## config.mk

```make
export PLATFORM = sky130hd
export DESIGN_NAME = fec_rx_csr
export DESIGN_NICKNAME = d
export VERILOG_FILES = /design/src/rtl/fec_rx_csr_pkg.sv /design/src/rtl/fec_rx_csr_cnt.sv /design/src/rtl/fec_rx_csr_ctrl.sv /design/src/rtl/fec_rx_csr.sv
export SDC_FILE = /design/constraint.sdc
export NUM_CORES = 1
export LEC_CHECK = 0
export BUFFER_PORTS_ARGS = -buffer_cell sky130_fd_sc_hd__buf_2
export CELL_PAD_IN_SITES_DETAIL_PLACEMENT = 1
export CELL_PAD_IN_SITES_GLOBAL_PLACEMENT = 2
export CORE_MARGIN = 5
export CORE_UTILIZATION = 30
export CTS_CLUSTER_DIAMETER = 30
export DETAILED_ROUTE_END_ITERATION = 6
export HOLD_SLACK_MARGIN = 0.05
export PLACE_DENSITY_LB_ADDON = 0.1
export SETUP_SLACK_MARGIN = 0.15
export SLEW_MARGIN = 0
export SYNTH_ARGS = -nofsm -noshare
export SYNTH_HDL_FRONTEND = slang
export SYNTH_SLANG_ARGS = --single-unit
```

## constraint.sdc

```tcl
create_clock -name clk -period 2.8 [get_ports clk]
set_clock_uncertainty 0.2 [all_clocks]
set_input_delay 0.14 -clock clk [delete_from_list [all_inputs] [get_ports clk]]
set_output_delay 0.14 -clock clk [all_outputs]
set_load 0.005 [all_outputs]
```

## src/rtl/fec_rx_csr_pkg.sv

```systemverilog
// Package: shared register offsets and fixed identification values for
// the FEC receive register bank. Assumes a 32-bit data bus.
package fec_rx_csr_pkg;
    localparam int DATA_W = 32;

    localparam logic [2:0] OFS_REV   = 3'd0;
    localparam logic [2:0] OFS_ID0   = 3'd1;
    localparam logic [2:0] OFS_ID1   = 3'd2;
    localparam logic [2:0] OFS_ID2   = 3'd3;
    localparam logic [2:0] OFS_CTRL  = 3'd4;
    localparam logic [2:0] OFS_STAT  = 3'd5;
    localparam logic [2:0] OFS_CORR  = 3'd6;
    localparam logic [2:0] OFS_UNCOR = 3'd7;

    localparam int CTRL_BYP_BIT = 0;
    localparam int CTRL_RST_BIT = 4;

    localparam logic [DATA_W-1:0] VAL_REV = 32'h0504_2018;
    localparam logic [DATA_W-1:0] VAL_ID0 = 32'h3235_6765;
    localparam logic [DATA_W-1:0] VAL_ID1 = 32'h5253_4645;
    localparam logic [DATA_W-1:0] VAL_ID2 = 32'h436F_5258;
endpackage

```

## src/rtl/fec_rx_csr_cnt.sv

```systemverilog
// Saturating event counter that clears when it is read.
// Assumes inc and clr are single-cycle qualified strobes. When clr and inc
// coincide, the counter restarts at 1 so that the event is not lost.
module fec_rx_csr_cnt #(
    parameter int CNT_W = 32
) (
    input  logic             clk,
    input  logic             rst_n,
    input  logic             inc,
    input  logic             clr,
    output logic [CNT_W-1:0] value
);
    localparam logic [CNT_W-1:0] CNT_MAX = '1;
    localparam logic [CNT_W-1:0] CNT_ONE = CNT_W'(1);

    logic [CNT_W-1:0] cnt_q;

    // Count events: clear on read, hold at the maximum value
    always_ff @(posedge clk) begin
        if (!rst_n) begin
            cnt_q <= '0;
        end else if (clr) begin
            cnt_q <= inc ? CNT_ONE : '0;
        end else if (inc && cnt_q != CNT_MAX) begin
            cnt_q <= cnt_q + CNT_ONE;
        end
    end

    assign value = cnt_q;
endmodule

```

## src/rtl/fec_rx_csr_ctrl.sv

```systemverilog
// Control register: bypass level and alignment-restart request.
// Assumes wr_en is already decoded for the control offset. A write has
// priority over restart_done arriving in the same cycle.
module fec_rx_csr_ctrl (
    input  logic clk,
    input  logic rst_n,
    input  logic wr_en,
    input  logic wr_byp,
    input  logic wr_rst,
    input  logic restart_done,
    output logic byp_q,
    output logic rst_q
);
    // Hold the bypass bit, written only by software
    always_ff @(posedge clk) begin
        if (!rst_n) begin
            byp_q <= 1'b0;
        end else if (wr_en) begin
            byp_q <= wr_byp;
        end
    end

    // Hold the restart bit until the decoder confirms the restart
    always_ff @(posedge clk) begin
        if (!rst_n) begin
            rst_q <= 1'b0;
        end else if (wr_en) begin
            rst_q <= wr_rst;
        end else if (restart_done) begin
            rst_q <= 1'b0;
        end
    end
endmodule

```

## src/rtl/fec_rx_csr.sv

```systemverilog
// Register bank for a receive-side Reed-Solomon FEC decoder.
// Eight words start at BASE_ADDR, which must be a multiple of 8.
// Read data is registered, so it appears one cycle after bus_rd.
// CNT_W must not exceed 32.
module fec_rx_csr
    import fec_rx_csr_pkg::*;
#(
    parameter int              ADDR_W    = 12,
    parameter logic [ADDR_W-1:0] BASE_ADDR = 12'hD00,
    parameter int              CNT_W     = 32
) (
    input  logic              clk,
    input  logic              rst_n,
    input  logic [ADDR_W-1:0] bus_addr,
    input  logic              bus_rd,
    input  logic              bus_wr,
    input  logic [DATA_W-1:0] bus_wdata,
    output logic [DATA_W-1:0] bus_rdata,
    output logic              bus_rvalid,
    input  logic              ev_corrected,
    input  logic              ev_uncorrected,
    input  logic              align_lock,
    input  logic              restart_done,
    output logic              bypass_en,
    output logic              restart_req
);
    localparam int NUM_CNT = 2;

    logic              win_hit;
    logic [2:0]        ofs;
    logic [NUM_CNT-1:0] cnt_inc;
    logic [NUM_CNT-1:0] cnt_clr;
    logic [CNT_W-1:0]  cnt_val [NUM_CNT];
    logic              byp_q;
    logic              rst_q;
    logic [DATA_W-1:0] rd_mux;

    // Decode the eight-word window and the offset inside it
    always_comb begin
        win_hit = (bus_addr[ADDR_W-1:3] == BASE_ADDR[ADDR_W-1:3]);
        ofs     = bus_addr[2:0];
    end

    assign cnt_inc = {ev_uncorrected, ev_corrected};

    // One read-clear counter per codeword outcome
    for (genvar gi = 0; gi < NUM_CNT; gi++) begin : g_cnt
        assign cnt_clr[gi] = bus_rd && win_hit && (ofs == (OFS_CORR + 3'(gi)));

        fec_rx_csr_cnt #(.CNT_W(CNT_W)) u_cnt (
            .clk   (clk),
            .rst_n (rst_n),
            .inc   (cnt_inc[gi]),
            .clr   (cnt_clr[gi]),
            .value (cnt_val[gi])
        );
    end

    fec_rx_csr_ctrl u_ctrl (
        .clk          (clk),
        .rst_n        (rst_n),
        .wr_en        (bus_wr && win_hit && (ofs == OFS_CTRL)),
        .wr_byp       (bus_wdata[CTRL_BYP_BIT]),
        .wr_rst       (bus_wdata[CTRL_RST_BIT]),
        .restart_done (restart_done),
        .byp_q        (byp_q),
        .rst_q        (rst_q)
    );

    assign bypass_en   = byp_q;
    assign restart_req = rst_q;

    // Select the read value for the addressed word
    always_comb begin
        rd_mux = '0;
        if (win_hit) begin
            unique case (ofs)
                OFS_REV:   rd_mux = VAL_REV;
                OFS_ID0:   rd_mux = VAL_ID0;
                OFS_ID1:   rd_mux = VAL_ID1;
                OFS_ID2:   rd_mux = VAL_ID2;
                OFS_CTRL: begin
                    rd_mux[CTRL_BYP_BIT] = byp_q;
                    rd_mux[CTRL_RST_BIT] = rst_q;
                end
                OFS_STAT:  rd_mux[0] = align_lock;
                OFS_CORR:  rd_mux = DATA_W'(cnt_val[0]);
                OFS_UNCOR: rd_mux = DATA_W'(cnt_val[1]);
                default:   rd_mux = '0;
            endcase
        end
    end

    // Register the read data and its valid flag
    always_ff @(posedge clk) begin
        if (!rst_n) begin
            bus_rdata  <= '0;
            bus_rvalid <= 1'b0;
        end else begin
            bus_rdata  <= bus_rd ? rd_mux : '0;
            bus_rvalid <= bus_rd;
        end
    end
endmodule

```

* Word level (Yosys, flattened, before mapping)
Cells that the tools add are included.
** Cells by class
- Bitwise logic cells :: 0
- Add/sub/neg operators :: 2
- Multipliers :: 0
- Muxes and demuxes :: 12
- Shifts and indexed selects :: 0
- Reductions and logical operators :: 14
- Div/mod/pow operators :: 0
- $lt $le $gt $ge :: 0
- Equal/unequal tests :: 10
** Operators by type and width (number)
- $pmux 27 s6 :: 1
- $mux 32 :: 4
- $add 32x1->32 const B :: 2
- $ne 32x32->1 const B :: 2
- $eq 3x3->1 const B :: 4
- $pmux 3 s4 :: 1
- $eq 9x9->1 const B :: 1
- $logic_and 1x1->1 :: 7
- $eq 3x2->1 const B :: 2
- $pmux 1 s6 :: 1
- $reduce_bool 2->1 :: 3
- $mux 1 :: 4
- $pmux 1 s4 :: 1
- $reduce_or 2->1 :: 2
- $eq 3x1->1 const B :: 1
- $logic_not 3->1 :: 1
- $reduce_and 3->1 :: 1
** Storage, ports and cells
- Flip-flop bits (word level) :: 99
- Output and inout bits :: 35
- Latch bits :: 0
- ROM bits :: 0
- Memories kept :: 0
- Logic and storage cells :: 44
- Bits of input ports :: 52
- RAM bits :: 0

* Depth between registers and ports, before layout
Gate-level depths: netlist (run 1).
- Depth in word-level cells :: 4
- Gate-level depth with buffers :: 8
- Depth with buffers taken out :: 6

* Cells and area by module
A second synthesis (run 1) with hierarchy kept.
** Second synthesis, totals
- Cells, all modules :: 594
- Area, all modules :: 5235.0 um^2
** By module, submodules not included
- fec_rx_csr_cnt :: instances 2, area each 1731.7 um^2, cells each 208, sequential area each 640.6 um^2
- fec_rx_csr :: instances 1, area each 1696.6 um^2, cells each 172, sequential area each 660.6 um^2
- fec_rx_csr_ctrl :: instances 1, area each 75.1 um^2, cells each 6, sequential area each 40.0 um^2

* Worst setup path after synthesis (run 1)
Ideal clock, no wire load.
- Path kind :: register to register
- Start point :: register g_cnt[1].u_cnt.cnt_q[0]
- End point :: register g_cnt[1].u_cnt.cnt_q[12]
- Required time :: 2484 ps
- Library setup time :: 116 ps
- Arrival :: 1770 ps
- Period minus slack after synthesis :: 2086 ps
- Path buffers :: 1
- Stages on the path, launching flop included :: 8
- Setup slack :: 714 ps
- Cell sequence :: dfxtp_1 ha_1 inv_1 or3_1 buf_2 a31oi_1 a21oi_1 a31o_2
** Between the ends
- Word-level cells in the longest chain between the ends :: 3
- Elaborated cells between the ends (all ways) :: 6
- Classes of those cells :: add/sub: 1; eq/ne: 1; mux: 2; reduce/logical: 2
** RTL lines
- from (decl) :: line fec_rx_csr_cnt.sv:16 : logic [CNT_W-1:0] cnt_q;
- from (signal assigned) :: line fec_rx_csr_cnt.sv:23 : cnt_q <= inc ? CNT_ONE : '0;
- from (signal assigned) :: line fec_rx_csr_cnt.sv:25 : cnt_q <= cnt_q + CNT_ONE;
- $add 32x1->32 or $ne 32x32->1 (tied branches) :: line fec_rx_csr_cnt.sv:25, fec_rx_csr_cnt.sv:24
- $mux 32 or $logic_and 1x1->1 (tied branches) :: line fec_rx_csr_cnt.sv:24 : end else if (inc && cnt_q != CNT_MAX) begin
- $mux 32 or $reduce_bool 2->1 (tied branches)
Parallel ways exist; a longest one is shown, timed or not. The select of a mux whose other input is x is not followed.
A chain may end at the register's enable or synchronous reset.

* Worst setup path after layout (run 1)
- Start point :: input port bus_addr[0]
- End point :: register u_ctrl.byp_q
** Between the ends
- Word-level cells in the longest chain between the ends :: 2
** RTL lines
- from (decl) :: line fec_rx_csr.sv:14 : input logic [ADDR_W-1:0] bus_addr,
- $eq 3x3->1 :: line fec_rx_csr.sv:62 : .wr_en (bus_wr && win_hit && (ofs == OFS_CTRL)),
- $logic_and 1x1->1 :: line fec_rx_csr.sv:62
- to (signal assigned) :: line fec_rx_csr_ctrl.sv:19 : byp_q <= wr_byp;
- to (decl) :: line fec_rx_csr_ctrl.sv:11 : output logic byp_q,
No other way between the ends.

==> run_results.csv, run 1 <==
group,metric,value,unit
sta,drv_slew,0,
sta,finalCritPeriodShare,0.9003,
critical_path,rrSetupSlack,0.32,ns
critical_path,path_buf_inv,6,
hold_path,holdPathStages,3,
pwr,peakVddDrop,0.0003067,V
cts,cts.sinks,99,
cells_and_area,fin_nets,713,
critical_path,critPathCaptureType,"register",
critical_path,r2r_cells,5,
cts,insertion_delay,0.35,ns
sta,fmax,396.7,MHz
die,ios,87,
synth,syn_avg_cell_area,8.419,µm²
cells_and_area,final_common_cell,"dfxtp_1",
placement,postPlaceCellArea,5512,µm²
sta,rsz0062_at_grt,"no",
global_route,grt_pass1_wl,26610,µm
cts,path_clk_slew,0.07,ns
critical_path,cp-start-kind,"input port",
die,core_area,16350,µm²
cells_and_area,final_cell_mix,"dfxtp_1 (99), nand2_1 (60), buf_2 (56)",
die,start_util,0.3023,
cells_and_area,area_growth_syn_to_layout,20.81,%
sta,post-route-min-period,2.521,ns
placement,portBuffers,56,
die,fp-row-count,47,
drt,wirelength,16380,µm
outcome,status,"completed",
synth,synthCells,587,
drt,via_per_inst,5.399,
drt,routedWlPerCell,18.53,µm
drt,route.detailed.drc,0,
critical_path,r2r_start,"g_cnt[0].u_cnt.value[3]",
cts,h-tree-depth,3,
die,fp.dieArea,19140,µm²
drt,num_vias,4773,
die,die_h,138.4,µm
global_route,track_usage,0.1706,
synth,syn_area,4942,µm²
synth,ys.flop_type,"dfxtp_1",
placement,dp_hpwl,12340,µm
drt,drtIter0Drc,277,
synth,ys_warn_count,0,
critical_path,slowest_delay,0.57,ns
sta,worst_pin_slew,0.6175,ns
sta,setup_viol,0,
sta,setup_tns,0,ns
pwr,power.density,482.9,nW/µm²
drt,ant_nets,0,
critical_path,path_cells,"dlygate4sd3_1 -> buf_2 -> inv_1 -> buf_8 -> nand4_1 -> mux2i_1 -> dlygate4sd3_1 -> nor2_1 -> dlygate4sd3_1",
synth,synth.distinct_cells,66,
global_route,grt_max_degree,29,
synth,ys_seq_elements,99,
synth,synth_nets,641,
global_route,overflow,0,
critical_path,worst_ep_required_time,2.84,ns
cts,cts_buffer_depth,2,
pwr,leakage,2.168,nW
critical_path,crit_path_top_delay_cell,"dlygate4sd3_1",
synth,synth_edf_count,0,
sta,relSlewSlack,0.5864,
cells_and_area,postLayoutCellArea,5971,µm²
placement,globalplace.congestion,0.7701,
critical_path,path_class,"in2reg",
hold_path,hp-start,"bus_addr[1]",
critical_path,cp_data_arrival_time,2.56,ns
critical_path,crit_fanout,7,
hold_path,min_path_type,"in2reg",
placement,dp_cells,853,
die,die_x,138.4,µm
cells_and_area,final_cells,884,
critical_path,r2r_end,"g_cnt[0].u_cnt.value[21]",
critical_path,critPathLaunch,"bus_addr[0]",
cells_and_area,n_antenna_cell,0,
cts,cts_tree,"yes",
job,cap_viol_max_count,0,
global_route,grt_pass1_vias,4804,
cts,ctsRootBufferMaster,"clkbuf_16",
synth,synthArstFlopShare,0,
cts,numCtsBuffers,9,
sta,hold-worst-slack,0.08240,ns
critical_path,cp_top_family,"buffers and inverters",
cells_and_area,fill_cells,2009,
hold_path,min_to,"bus_rdata[20]",
sta,timing.final.hold_violations,0,
cells_and_area,drive_above_1_share,0.1867,
global_route,grt_antenna_before_repair,0,
drt,drt_first_pass_iters,4,
critical_path,cp_common_cell,"dlygate4sd3_1",
synth,seq_area_frac_synth,0.4010,
[logic make-up (layout without fill, tap and decap cells)]
group	after synthesis	in the layout	share of synthesized area
AOI/OAI and AO/OA	150	150	0.2003
xor gates and xnor gates	15	15	0.02658
adders and majority gates	2	2	0.005062
buffers and inverters	45	122	0.04456
DFF	99	99	0.4010
muxes	17	17	0.03494
and+or+nand+nor	259	259	0.2876
[worst reg2reg max path: cells and delay by family, from the launching register on]
family           cells  cell delay [ns]
AO/OA/AOI/OAI        1             0.15
AND/OR/NAND/NOR      4             1.59
flip-flops           1             0.48
[Yosys cell counts, types with 4 or more instances]
master    number  area (µm²)
dfxtp_1       99        1982
nand2_1       60       225.2
a21oi_1       52       260.3
nor2_1        49       183.9
o21ai_0       31       155.2
nand3_1       24       120.1
or3_1         20       125.1
clkbuf_1      19       71.32
nand4_1       19       118.9
or4_1         17       127.6
mux2i_1       15       150.1
nor4_1        13       81.33
o31ai_1       13       97.59
xnor2_1       13       113.9
and4_1        11       96.34
inv_1         10       37.54
and2_1         9       56.30
a31oi_1        8       50.05
buf_2          7       35.03
a22oi_1        6       45.04
nor3_1         6       30.03
o211ai_1       6       45.04
a21o_1         5       37.54
a221oi_1       5       43.79
and3_1         5       31.28
nor2b_1        4       25.02
[report_power, final]
group	switching, mW	internal (mW)
combinational	0.115	0.0730
clock	0.580	0.699
sequential	0.00390	1.41
total	0.699	2.18
[registers in the layout (all words and copies together), names as in the netlist]
signal / cells
bus_rdata: 32
u_ctrl.byp_q: 1
bus_rvalid: 1
u_ctrl.rst_q: 1
g_cnt.u_cnt.value: 64
[cell type report]
cell class                 count  area [µm²]  share of cell area
clock inverter                 7       76.32             0.01278
sequential                    99        1982              0.3319
inverter                      11       41.29            0.006915
timing repair buffer          95       625.6              0.1048
clock buffer                   9       225.2             0.03772
multi-input combinational    443        2745              0.4598
tap                          220       275.3             0.04610
[repair_timing]
action,4_1_cts,5_1_grt
buffers inserted,0,2
hold buffers,13,0
gates resized for setup,0,3
setup endpoints to repair,0,2
hold endpoints to repair,12,0
[per-stage QoR]
stage               power (mW)  worst slack, ns  utilization
floorplan                1.555           0.7136            -
detailed placement       1.623           0.3410       0.3371
global placement         1.620           0.3870       0.3371
global route             2.993           0.1559       0.3652
finish                   2.883           0.2792       0.3652
CTS                      2.916           0.2498       0.3635
[routing by layer]
layer  global-route usage  share of wire  routed length [µm]  vias up
met4              0.05148          0.014                 228        0
li1                     -              -                   -     2324
met1               0.2297           0.48                7863     2343
met3              0.02590          0.037                 604       14
met5                    0              0                   0        -
met2               0.2831           0.47                7686       92
[how the worst max path moves through the flow]
stage | end | slack (ns) | cells after the start
final | u_ctrl.byp_q | 0.28 | 9
after global routing | u_ctrl.byp_q | 0.16 | 9
after CTS | u_ctrl.byp_q | 0.25 | 9
after detailed placement | g_cnt[0].u_cnt.value[21] | 0.34 | 5
after global placement | g_cnt[0].u_cnt.value[21] | 0.39 | 5
after floorplan | g_cnt[1].u_cnt.value[12] | 0.71 | 7
Power figures use the tool's default switching activity.
==> run 2, diff against run 1 <==
- ABC_AREA: unset -> 1
==> run_results.csv, run 2 <==
group,metric,value,unit
critical_path,cp_data_arrival_time,2.56,ns
pwr,p_switching,834.2,µW
job,cap_viol_max_count,0,
cts,cts_setup_buffers,0,
synth,synth_xor_area_frac,0.006142,
synth,synth_edf_count,0,
cells_and_area,drive_above_1_share,0.1351,
synth,synth_area_leaders,"dfxtp_1 (35%), nand2_1 (19%), nor2_1 (9.9%), inv_1 (6.7%), nand3_1 (5.5%)",
sta,fmax,397.8,MHz
placement,globalplace.congestion,0.8218,
cts,numCtsBuffers,9,
sta,worst_pin_slew,1.027,ns
synth,synthTopCellsByCount,"nand2_1 (287), nor2_1 (150), inv_1 (102)",
sta,drv_slew,0,
die,core_area,18710,µm²
die,die_h,147.9,µm
global_route,grt_antenna_before_repair,0,
drt,routedWlPerCell,17.35,µm
synth,ys.flop_type,"dfxtp_1",
cells_and_area,postLayoutCellArea,6782,µm²
pwr,leakage,2.636,nW
critical_path,crit_fanout,4,
global_route,track_usage,0.1995,
die,fp.dieArea,21870,µm²
synth,synthArstFlopShare,0,
synth,seq_area_frac_synth,0.3474,
pwr,share_seq_of_total_power,0.493,
synth,synth_nets,972,
cells_and_area,regArea,1982,µm²
cells_and_area,final_common_cell,"nand2_1",
drt,via_per_inst,4.773,
synth,synth.most_common_cell,"nand2_1",
synth,ys_seq_elements,99,
pwr,p_total,2.970,mW
synth,synthCells,918,
drt,drtIter0Drc,260,
drt,num_vias,5923,
cts,insertion_delay,0.37,ns
cells_and_area,multiInputGateArea,3178,µm²
sta,post-route-min-period,2.514,ns
cells_and_area,largest_register_ffs,64,
global_route,overflow,0,
synth,muxShareOfSynthArea,0,
cells_and_area,fill_cells,2490,
die,fp-row-count,50,
sta,timing.final.hold_violations,0,
hold_path,min_path_type,"in2reg",
cts,cts.sinks,99,
die,start_util,0.3049,
cts,cts_buffer_depth,2,
synth,syn_area,5704,µm²
sta,relSlewSlack,0.3150,
placement,dp_hpwl,16550,µm
synth,synth_top_area_cell,"dfxtp_1",
synth,synth_top_family_by_area,"simple AND/OR/NAND/NOR gates",
hold_path,holdPathStages,3,
placement,portBuffers,56,
pwr,pwr-share-comb,0.093,
cells_and_area,n_antenna_cell,0,
critical_path,critPathCaptureType,"register",
sta,finalCritPeriodShare,0.8978,
synth,synth.distinct_cells,38,
sta,setup_viol,0,
pwr,power.density,437.9,nW/µm²
synth,yosys.area_share.simple,0.4157,
global_route,grt_pass1_vias,5961,
pwr,switching_share,0.2809,
global_route,grt_pass1_wl,33980,µm
pwr,internal-power,2.135,mW
synth,synth_top_area_share,0.3474,
pwr,power_frac_clock,0.414,
global_route,grt_max_degree,34,
drt,route.detailed.drc,0,
cts,ctsRootBufferMaster,"clkbuf_16",
critical_path,r2r_cells,8,
critical_path,worst_ep_required_time,2.85,ns
cells_and_area,area_growth_syn_to_layout,18.89,%
cts,cts_tree,"yes",
synth,synth_compound_area_frac,0.1279,
pwr,peakVddDrop,0.0002622,V
synth,syn_avg_cell_area,6.214,µm²
synth,ys_warn_count,0,
sta,rsz0062_at_grt,"no",
cells_and_area,fin_nets,1056,
outcome,status,"completed",
synth,synthAdderAreaFrac,0.004387,
placement,postPlaceCellArea,6336,µm²
die,ios,87,
cts,path_clk_slew,0.07,ns
drt,drt_first_pass_iters,4,
drt,ant_nets,0,
cts,h-tree-depth,3,
critical_path,cp-start-kind,"input port",
critical_path,path_class,"in2reg",
sta,hold-worst-slack,0.05415,ns
sta,setup_tns,0,ns
drt,wirelength,21530,µm
die,die_x,147.9,µm
cells_and_area,final_cell_mix,"nand2_1 (287), nor2_1 (147), inv_1 (102)",
==> run 2: changes by cell type after synthesis, sizes merged, moves of 11 or more <==
cell / delta
o21ai: +15
nor4: -14
nand3: +40
nand2: +236
mux2i: -15
or3: -21
inv: +95
or4: -18
nor2: +112
nand4: -11
o31ai: -14
and4: -12
xnor2: -11
==> run 2: layout make-up <==
cell class                 instances  share of cell area
multi-input combinational        687              0.4686
sequential                        99              0.2923
timing repair buffer              99             0.09631
inverter                         106             0.05867
tap                              234             0.04317
clock buffer                       9             0.03321
clock inverter                     7            0.007749
==> run 2: stage by stage <==
step	util	std cells	worst slack, ns
final	0.3625	1241	0.2861
after global routing	0.3625	1241	0.1500
after CTS	0.3616	1241	0.1851
after detailed placement	0.3387	1210	0.3172
after global placement	0.3387	1210	0.3922
after floorplan	-	918	0.8980
==> run 2: worst paths after layout <==
path	end	slack (ns)	startpoint
min	g_cnt[1].u_cnt.value[6]	0.05	rst_n
max	u_ctrl.byp_q	0.29	bus_addr[9]
max reg2reg	g_cnt[0].u_cnt.value[10]	0.34	g_cnt[0].u_cnt.value[1]
min reg2reg	g_cnt[0].u_cnt.value[4]	0.31	g_cnt[0].u_cnt.value[4]
==> run 2: critical path: stages <==
cell and delay, ns:
dlygate4sd3_1 0.53, buf_2 0.14, nor2_2 0.14, inv_2 0.07, nor2_2 0.16, nand3_2 0.12, nor2_1 0.09, dlygate4sd3_1 0.55
a211oi_1 0.04, dlygate4sd3_1 0.57
==> run 2: power groups by stage <==
| stage | logic (mW) | clock network (mW) | registers, mW |
|---|---|---|---|
| final | 0.277 | 1.23 | 1.46 |
| after global routing | 0.310 | 1.32 | 1.47 |
| after CTS | 0.279 | 1.27 | 1.46 |
| after detailed placement | 0.265 | 0 | 1.50 |
| after global placement | 0.262 | 0 | 1.50 |
| after floorplan | 0.165 | 0 | 1.49 |
==> run 2: cell families (layout without fill, tap and decap cells) <==
family,after synthesis,after routing
compound gates,131,131
xor+xnor,4,4
fa+ha+maj,2,2
buf+inv,132,221
flops,99,99
simple gates,550,550
==> run 2: repair_timing <==
item	4_1_cts	5_1_grt
hold buffers	15	0
resized for setup	0	5
hold endpoints to repair	12	0
endpoints found under the setup margin	0	1
==> run 2: routing by layer <==
layer	track usage	vias to the layer above	routed length (µm)
li1	-	3083	-
met3	0.02974	14	326
met2	0.3482	36	10670
met5	0	-	0
met4	0.05127	0	323
met1	0.2584	2790	10200
==> run 3, diff against run 2 <==
- clock period: 2.8 -> 2.42 ns (I/O delays scaled with it)
==> run_results.csv, run 3 (synthesis results as in run 2) <==
group,metric,value,unit
drt,via_per_inst,4.811,
drt,ant_nets,0,
drt,drtIter0Drc,227,
critical_path,r2r_cells,11,
critical_path,worst_ep_required_time,2.45,ns
cells_and_area,final_cell_mix,"nand2_1 (285), nor2_1 (149), inv_1 (101)",
placement,dp_hpwl,16750,µm
critical_path,r2r_start,"g_cnt[1].u_cnt.value[1]",
hold_path,min_path_type,"in2reg",
critical_path,critPathCaptureType,"register",
critical_path,path_class,"in2reg",
pwr,power_frac_clock,0.456,
drt,wl_met3,396,µm
global_route,track_usage,0.2016,
cts,insertion_delay,0.36,ns
sta,finalCritPeriodShare,0.8939,
die,die_h,147.9,µm
cells_and_area,n_antenna_cell,0,
placement,globalplace.congestion,0.8105,
die,start_util,0.3049,
job,cap_viol_max_count,0,
cells_and_area,drive_above_1_share,0.1522,
cts,cts_buffer_depth,2,
cts,path_clk_slew,0.07,ns
cells_and_area,area_growth_syn_to_layout,23.25,%
hold_path,hp-start,"bus_addr[1]",
drt,num_vias,6057,
drt,drt_first_pass_iters,4,
critical_path,cp_common_cell,"nor2_1",
sta,setup_ws,0.2568,ns
cts,cts.sinks,99,
pwr,share_seq_of_total_power,0.453,
outcome,status,"completed",
critical_path,r2r_end,"g_cnt[1].u_cnt.value[26]",
global_route,overflow,0,
pwr,power.density,531.2,nW/µm²
sta,relSlewSlack,0.6860,
global_route,grt_pass1_vias,6180,
critical_path,slowest_delay,0.59,ns
critical_path,crit_fanout,4,
placement,place_ws,0.1436,ns
pwr,peakVddDrop,0.0002711,V
pwr,internal-power,2.792,mW
critical_path,cp_top_family,"buffers and inverters",
critical_path,path_buf_inv,4,
critical_path,crit_path_top_delay_cell,"dlygate4sd3_1",
die,core_area,18710,µm²
critical_path,cp-start-kind,"input port",
critical_path,rrSetupSlack,0.31,ns
die,fp-row-count,50,
cts,numCtsBuffers,9,
die,die_x,147.9,µm
pwr,p_switching,943.0,µW
drt,routedWlPerCell,17.31,µm
pwr,p_total,3.735,mW
placement,portBuffers,56,
die,fp.dieArea,21870,µm²
sta,setup_tns,0,ns
global_route,grt_pass1_wl,34330,µm
hold_path,holdPathStages,4,
placement,postPlaceCellArea,6446,µm²
cells_and_area,final_cells,1259,
cells_and_area,final_common_cell,"nand2_1",
cells_and_area,final_util,0.3759,
cells_and_area,largest_register_ffs,64,
cts,ctsRootBufferMaster,"clkbuf_16",
drt,drt-met1-wl,10170,µm
sta,setup_viol,0,
die,ios,87,
sta,timing.final.hold_violations,0,
drt,highest_layer,"met4",
hold_path,min_to,"bus_rdata[13]",
cts,h-tree-depth,3,
drt,wirelength,21800,µm
pwr,leakage,2.770,nW
sta,hold-worst-slack,0.06923,ns
pwr,pwr-share-comb,0.091,
cells_and_area,postLayoutCellArea,7030,µm²
critical_path,cp_data_arrival_time,2.20,ns
pwr,switching_share,0.2525,
sta,fmax,462.3,MHz
global_route,grt_antenna_before_repair,0,
cts,cts_tree,"yes",
global_route,grt_max_degree,34,
sta,worst_pin_slew,0.4693,ns
critical_path,path_cells,"buf_2 -> nand2_1 -> nor2_1 -> inv_2 -> nor2_1 -> nand3_1 -> nor2_1 -> dlygate4sd3_1 -> a211oi_1 -> dlygate4sd3_1",
cells_and_area,fin_nets,1074,
placement,dp_cells,1223,
sta,rsz0062_at_grt,"no",
sta,drv_slew,0,
drt,wl_met2,10910,µm
drt,route.detailed.drc,0,
sta,post-route-min-period,2.163,ns
## run 3: changes by cell type in the layout (fill, tap and decap cells not counted), sizes merged
cell / delta
clkinvlp: -2
dlygate4sd3: +3
inv: -2
clkinv: +1
bufinv: +3
buf: +15
## run 3: layout make-up
type | instances | area, µm²
timing repair buffer | 117 | 812.0
multi-input combinational | 687 | 3193
clock inverter | 7 | 116.4
clock buffer | 9 | 225.2
fill | 2461 | 11670
inverter | 106 | 401.6
sequential | 99 | 1989
tap | 234 | 292.8
## run 3: how the worst max path moves through the flow
| stage | from | endpoint | slack [ns] | depth (start not counted) |
|---|---|---|---|---|
| floorplan | g_cnt[0].u_cnt.value[1] | g_cnt[0].u_cnt.value[18] | 0.52 | 11 |
| global placement | g_cnt[1].u_cnt.value[1] | g_cnt[1].u_cnt.value[20] | 0.15 | 11 |
| detailed placement | g_cnt[1].u_cnt.value[1] | g_cnt[1].u_cnt.value[26] | 0.14 | 11 |
| CTS | g_cnt[0].u_cnt.value[1] | g_cnt[0].u_cnt.value[31] | 0.17 | 10 |
| global route | g_cnt[1].u_cnt.value[1] | g_cnt[1].u_cnt.value[26] | 0.15 | 11 |
| finish | bus_addr[11] | u_ctrl.byp_q | 0.26 | 10 |
## run 3: layer usage
metal | vias up | GRT usage
li1 | 3131 | -
met1 | 2857 | 0.2580
met2 | 52 | 0.3616
met3 | 17 | 0.02974
met4 | 0 | 0.04111
met5 | - | 0
## run 3: power by group through the flow
stage | Combinational (mW) | Sequential (mW) | Clock, mW
after floorplan | 0.191 | 1.72 | 0
after global placement | 0.319 | 1.73 | 0
after detailed placement | 0.322 | 1.73 | 0
after CTS | 0.339 | 1.69 | 1.76
after global routing | 0.383 | 1.69 | 1.81
final | 0.340 | 1.69 | 1.70
## run 3: repair_timing
action                                  in CTS  in global routing
pin swaps                                    0                  1
buffers inserted                             0                  2
gates cloned                                 0                  0
hold buffers                                18                  0
endpoints found under the setup margin      13                 52
hold endpoints to repair                    18                  0
resized for setup                            1                 14
## run 3: worst min-delay path, delay by kind of cell
kind	cells	cell delay, ns
buffers and inverters	2	0.22
and+or+nand+nor	1	0.14
AOI/OAI and AO/OA	1	0.09
